**src/rtl/uirq_pkg.sv**
```systemverilog
package uirq_pkg;
  localparam int FLAG_N = 5;
  localparam int F_TXE  = 0;
  localparam int F_RXF  = 1;
  localparam int F_DRDY = 2;
  localparam int F_ERR  = 3;
  localparam int F_BRK  = 4;
  localparam logic [FLAG_N-1:0] FLAG_RST = 5'b00001;

  typedef struct packed {
    logic              rdStatus;
    logic              wrStatus;
    logic [FLAG_N-1:0] wrBits;
  } regStrobe_t;

  typedef enum logic [1:0] {
    SRC_ERR = 2'd0,
    SRC_RX  = 2'd1,
    SRC_BRK = 2'd2,
    SRC_TX  = 2'd3
  } irqSrc_e;
endpackage

```
**src/rtl/uirq_ctrl.sv**
```systemverilog
module uirq_ctrl
  import uirq_pkg::*;
(
  input  logic              clk,
  input  logic              rst_n,
  input  logic              regRd,
  input  logic              regWr,
  input  logic              regAddr,
  input  logic [FLAG_N-1:0] regWdata,
  output regStrobe_t        strobe,
  output logic              txIe,
  output logic              rxIe
);
  logic selStatus;
  assign selStatus = (regAddr == 1'b0);

  always_comb begin
    strobe.rdStatus = regRd & selStatus;
    strobe.wrStatus = regWr & selStatus;
    strobe.wrBits   = regWdata;
  end

  always_ff @(posedge clk) begin
    if (!rst_n) begin
      txIe <= 1'b0;
      rxIe <= 1'b0;
    end else if (regWr && !selStatus) begin
      txIe <= regWdata[0];
      rxIe <= regWdata[1];
    end
  end
endmodule

```
**src/rtl/uirq_flags.sv**
```systemverilog
module uirq_flags
  import uirq_pkg::*;
#(
  parameter int CNT_W = 5
) (
  input  logic              clk,
  input  logic              rst_n,
  input  regStrobe_t        strobe,
  input  logic [CNT_W-1:0]  txCount,
  input  logic [CNT_W-1:0]  rxCount,
  input  logic [CNT_W-1:0]  txTrig,
  input  logic [CNT_W-1:0]  rxTrig,
  input  logic              dmaTxAck,
  input  logic              dmaRxAck,
  input  logic              dataReadyEvt,
  input  logic              rxErrEvt,
  input  logic              breakEvt,
  output logic [FLAG_N-1:0] flagVec
);
  logic [FLAG_N-1:0] setVec, dmaClr, swClr, armQ, flagNext, armNext;

  always_comb begin
    setVec          = '0;
    setVec[F_TXE]   = (txCount <= txTrig);
    setVec[F_RXF]   = (rxCount >= rxTrig);
    setVec[F_DRDY]  = dataReadyEvt;
    setVec[F_ERR]   = rxErrEvt;
    setVec[F_BRK]   = breakEvt;

    dmaClr          = '0;
    dmaClr[F_TXE]   = dmaTxAck && (txCount > txTrig);
    dmaClr[F_RXF]   = dmaRxAck && (rxCount < rxTrig);

    swClr    = {FLAG_N{strobe.wrStatus}} & ~strobe.wrBits & armQ;
    flagNext = setVec | (flagVec & ~(swClr | dmaClr));
    armNext  = flagNext & (armQ | ({FLAG_N{strobe.rdStatus}} & flagVec));
  end

  for (genvar i = 0; i < FLAG_N; i++) begin : g_flag
    always_ff @(posedge clk) begin
      if (!rst_n) begin
        flagVec[i] <= FLAG_RST[i];
        armQ[i]    <= 1'b0;
      end else begin
        flagVec[i] <= flagNext[i];
        armQ[i]    <= armNext[i];
      end
    end
  end
endmodule

```
**src/rtl/uart_irq_flags.sv**
```systemverilog
module uart_irq_flags
  import uirq_pkg::*;
#(
  parameter int CNT_W = 5
) (
  input  logic              clk,
  input  logic              rst_n,
  input  logic [CNT_W-1:0]  txCount,
  input  logic [CNT_W-1:0]  rxCount,
  input  logic [CNT_W-1:0]  txTrig,
  input  logic [CNT_W-1:0]  rxTrig,
  input  logic              dmaTxAck,
  input  logic              dmaRxAck,
  input  logic              dataReadyEvt,
  input  logic              rxErrEvt,
  input  logic              breakEvt,
  input  logic              regRd,
  input  logic              regWr,
  input  logic              regAddr,
  input  logic [FLAG_N-1:0] regWdata,
  output logic [FLAG_N-1:0] regRdata,
  output logic              irqTx,
  output logic              irqRx,
  output logic              irqErr,
  output logic              irqBrk,
  output logic              dmaTxReq,
  output logic              dmaRxReq,
  output logic              topValid,
  output logic [1:0]        topCode
);
  regStrobe_t        strobe;
  logic              txIe, rxIe;
  logic [FLAG_N-1:0] flagVec;

  uirq_ctrl u_ctrl (
    .clk(clk), .rst_n(rst_n), .regRd(regRd), .regWr(regWr),
    .regAddr(regAddr), .regWdata(regWdata), .strobe(strobe),
    .txIe(txIe), .rxIe(rxIe)
  );

  uirq_flags #(.CNT_W(CNT_W)) u_flags (
    .clk(clk), .rst_n(rst_n), .strobe(strobe),
    .txCount(txCount), .rxCount(rxCount), .txTrig(txTrig), .rxTrig(rxTrig),
    .dmaTxAck(dmaTxAck), .dmaRxAck(dmaRxAck),
    .dataReadyEvt(dataReadyEvt), .rxErrEvt(rxErrEvt), .breakEvt(breakEvt),
    .flagVec(flagVec)
  );

  assign regRdata = regAddr ? {{(FLAG_N-2){1'b0}}, rxIe, txIe} : flagVec;

  assign irqTx    = flagVec[F_TXE] & txIe;
  assign irqRx    = (flagVec[F_RXF] | flagVec[F_DRDY]) & rxIe;
  assign irqErr   = flagVec[F_ERR] & rxIe;
  assign irqBrk   = flagVec[F_BRK] & rxIe;
  assign dmaTxReq = flagVec[F_TXE] & txIe;
  assign dmaRxReq = flagVec[F_RXF] & rxIe;

  always_comb begin
    topValid = 1'b1;
    topCode  = SRC_ERR;
    if (irqErr)      topCode = SRC_ERR;
    else if (irqRx)  topCode = SRC_RX;
    else if (irqBrk) topCode = SRC_BRK;
    else if (irqTx)  topCode = SRC_TX;
    else             topValid = 1'b0;
  end
endmodule

```
**config.mk**
```make
export PLATFORM = sky130hd
export DESIGN_NAME = uart_irq_flags
export DESIGN_NICKNAME = d
export VERILOG_FILES = /design/src/rtl/uirq_pkg.sv /design/src/rtl/uirq_ctrl.sv /design/src/rtl/uirq_flags.sv /design/src/rtl/uart_irq_flags.sv
export SDC_FILE = /design/constraint.sdc
export NUM_CORES = 1
export LEC_CHECK = 0
export ABC_AREA = 1
export CAP_MARGIN = 40
export CORE_MARGIN = 10
export CORE_UTILIZATION = 38
export DETAILED_ROUTE_END_ITERATION = 6
export MAX_ROUTING_LAYER = met4
export PLACE_DENSITY = 0.78
export SLEW_MARGIN = 15
export SYNTH_ARGS = -nofsm -noshare
export SYNTH_HDL_FRONTEND = slang
export SYNTH_SLANG_ARGS = --single-unit
```
**constraint.sdc**
```tcl
create_clock -name clk -period 1.15 [get_ports clk]
set_input_delay 0.115 -clock clk [delete_from_list [all_inputs] [get_ports clk]]
set_output_delay 0.115 -clock clk [all_outputs]
set_load 0.005 [all_outputs]
```
==> results.yml <==
outcome:
  failed_checks: "negative setup slack"
  status: "complete, but fails checks"
floorplanning:
  initial_core_util_pct: 40.3
  overall_die_area_mm2: 0.00475
  num_rows: 17
  fp.dieH_um: 68.9
  core_area_mm2: 0.00225
  ios: 49
  chipWidth_um: 68.9
synth:
  mux_cell_area_share_after_synthesis_pct: 0
  netlist_instances: 132
  yosys-top-cells-area: "sky130_fd_sc_hd__dfxtp_1 26%, sky130_fd_sc_hd__inv_1 14%, sky130_fd_sc_hd__ha_1 14%, sky130_fd_sc_hd__nand2_1 8.3%, sky130_fd_sc_hd__nor2_1 5.8%"
  synth.top_cell.area_share_pct: 26.4
  syn_area_per_cell_um2: 6.89
  synthSimpleGateAreaFrac_pct: 27.0
  net_count_after_synthesis: 177
  ys_seq_area_share_pct: 26.4
  synthXorXnorAreaFrac_pct: 0
  synth-adder-area-share_pct: 13.8
  ys.warnings.count: 0
  synth_top_area_cell: "sky130_fd_sc_hd__dfxtp_1"
  synth_area_um2: 910
  post_synth_num_cell_types: 19
  synth_compound_gate_area_share_pct: 15.7
  number_of_register_bits_inferred_by_synthesis: 12
  largest_family_of_logic_cells_by_synthesized_area: "simple AND/OR/NAND/NOR gates"
power:
  leakage_nw: 0.891
  switching_power_uw: 351
  swShare_pct: 30.1
  irDropWorstVdd_v: 0.000555
  power-per-cell-area_mw_per_mm2: 740
  combPwrFrac_pct: 38.7
  intPower_uw: 815
  p_seq_share_pct: 39.5
  design_power_total_mw: 1.17
  clock_power_share_pct: 21.8
timing:
  max_slew.worst_pin.slew_ps: 287
  final.hold.worst_slack_ps: 382
  min_period_ps: 1220
  worst_slew_margin_rel_pct: 80.9
  layout_worst_path_cycle_share_pct: 106
  setup_ws_ps: -66.1
  maxClockFrequency_ghz: 0.822
  final-setup-viol-count: 6
  grt_setup_unrepaired: "true"
  maxSlewViolCount: 0
  hold_viol_final: 0
  final.setup_skew_ps: 0.770
route:
  drcViolationCount: 0
  post_drt_via_cell_ratio: 4.67
  num_vias: 1036
  postRouteAntennaNets: 0
  avgRoutedWirePerCell_um: 13.7
  drt_pre_antenna_iters: 4
  dr.first_iter.drc_count: 30
  drt-total-wl_um: 3030
grt:
  global_route.usage.total_pct: 12.0
  pin_count_of_the_biggest_net_entering_global_routing: 9
  overflow: 0
  grt_first_pass_wirelength_um: 4380
  first_global_vias: 1056
  antenna_found_initial: 0
critical_path:
  worstPathMaxFanout: 5
  setup.worst_path.start_class: "register"
  start_to_end_type_of_the_worst_setup_path: "register to output pin"
  critPathArrivalTime_ps: 1100
  cp_data_required_time_ps: 1030
  worst_setup_path_end_kind: "output pin"
placement:
  detailed_place_hpwl_um: 2450
  gp_routability_congestion: 0.741
  portBuffers: 48
clock_network:
  cts_buffer_depth: 2
  clock_insertion_delay_worst_skew_ps: 270
  clock-root-buffer: "sky130_fd_sc_hd__clkbuf_4"
  hold_bufs_at_cts: 0
  cts_buffers: 3
  clk_pin_slew_worst_paths_ps: 70
  htreeDepth: 1
  cts_tree: "done"
  cts_sinks: 12
layout:
  final_layout_size_suffix_gt1_share_pct: 33.0
  nFillCells: 198
  finalNetCount: 241
  diodes: 0
  synthToLayoutAreaGrowth_pct: 73.2
hold_path:
  timing.hold.worst.class: "input pin to register"
job:
  timing.max_cap.violations: 0
[per-layer routing]
metal / track usage, % / wire (um) / up-vias
met1: 11.6 / 1090 / 465
li1: - / - / 533
met3: 1.45 / 147 / 6
met5: - / 0 / -
met2: 23.5 / 1740 / 32
met4: 4.68 / 57 / 0
[cell families after synthesis]
logic type,count (synthesis)
flip-flops,12
buffers and inverters,38
AO/OA/AOI/OAI,22
adder cells (fa/ha/maj),10
AND/OR/NAND/NOR,50
[registers in the layout, indices dropped and copies added (netlist names)]
signal           cells
u_ctrl.rxIe          1
u_flags.flagVec      5
u_flags.armQ         5
u_ctrl.txIe          1
[layout make-up]
cell class                      instances  area (um2)  area share (%)
Inverter                               36         138            8.74
Sequential cell                        12         250            15.9
Tap cell                               28        35.0            2.22
Timing Repair Buffer                   61         533            33.8
Multi-Input combinational cell         82         597            37.9
Clock buffer                            3        22.5            1.43
[through the flow]
| step | setup slack (ps) | util (%) | TNS (ps) | std cells | area [um2] |
|---|---|---|---|---|---|
| after floorplan | 206 | - | 0 | 132 | 910 |
| after detailed placement | -463 | 66.4 | -7460 | 218 | 1500 |
| after CTS | -97.4 | 66.5 | -214 | 222 | 1500 |
| final | -66.1 | 69.9 | -189 | 222 | 1580 |
| after global placement | -401 | 66.4 | -6700 | 218 | 1500 |
| after global routing | -129 | 69.9 | -515 | 222 | 1580 |
[cell usage after synthesis]
| cell type | n |
|---|---|
| sky130_fd_sc_hd__nand2_1 | 20 |
| sky130_fd_sc_hd__a21o_1 | 1 |
| sky130_fd_sc_hd__nand4_1 | 2 |
| sky130_fd_sc_hd__nor2_1 | 14 |
| sky130_fd_sc_hd__inv_1 | 35 |
| sky130_fd_sc_hd__nand3b_1 | 3 |
| sky130_fd_sc_hd__a21oi_1 | 9 |
| sky130_fd_sc_hd__nor2_8 | 1 |
| sky130_fd_sc_hd__o21ai_0 | 8 |
| sky130_fd_sc_hd__buf_4 | 1 |
| sky130_fd_sc_hd__dfxtp_1 | 12 |
| sky130_fd_sc_hd__a21oi_4 | 1 |
| sky130_fd_sc_hd__nor3_1 | 4 |
| sky130_fd_sc_hd__nand3_1 | 4 |
| sky130_fd_sc_hd__nand2_4 | 2 |
| sky130_fd_sc_hd__o21bai_2 | 3 |
| sky130_fd_sc_hd__buf_6 | 1 |
| sky130_fd_sc_hd__inv_4 | 1 |
| sky130_fd_sc_hd__ha_1 | 10 |
[power by group through the flow]
| stage | clock (mW) | combinational, mW | sequential [mW] |
|---|---|---|---|
| 2_1_floorplan | 0 | 0.184 | 0.462 |
| 3_3_place_gp | 0 | 0.427 | 0.462 |
| 3_5_place_dp | 0 | 0.446 | 0.463 |
| 4_1_cts | 0.264 | 0.423 | 0.458 |
| 5_1_grt | 0.273 | 0.501 | 0.463 |
| 6_report | 0.255 | 0.451 | 0.461 |
[layout by cell type, fill, tap and decap left out, drive strengths merged]
cell            n
o21bai          3
a21o            1
dfxtp          12
nand4           2
nor2           15
inv            36
buf            23
nand2          22
dlymetal6s2s    7
nor3            4
dlygate4sd2     2
a21oi          10
ha             10
clkdlybuf4s15   1
clkbuf          5
nand3           4
nand3b          3
clkdlybuf4s50  26
o21ai           8
[path summary, 6_finish.rpt]
check                                startpoint                    endpoint  slack [ps]  depth (start not counted)
setup / recovery       u_ctrl.rxIe$_SDFFE_PN0P_                  topCode[0]         -70                          4
hold / removal                        txTrig[4]  u_flags.armQ[0]$_SDFF_PN0_         380                          6
setup reg to reg  u_flags.flagVec[1]$_SDFF_PN0_  u_flags.armQ[1]$_SDFF_PN0_          80                          8
hold reg to reg        u_ctrl.rxIe$_SDFFE_PN0P_    u_ctrl.rxIe$_SDFFE_PN0P_         560                          2
[worst max-delay path: stages, from the launching register on]
cell                      delay, ps
sky130_fd_sc_hd__dfxtp_4        390
sky130_fd_sc_hd__o21ai_2         80
sky130_fd_sc_hd__buf_4          140
sky130_fd_sc_hd__a21oi_2        110
sky130_fd_sc_hd__buf_2          120
[repair_timing]
action,4_1_cts,5_1_grt
pin swaps,4,11
setup buffers,1,0
gates resized for setup,57,33
endpoints found under the setup margin,25,13
No activity file was read; power rests on OpenSTA's default activity.
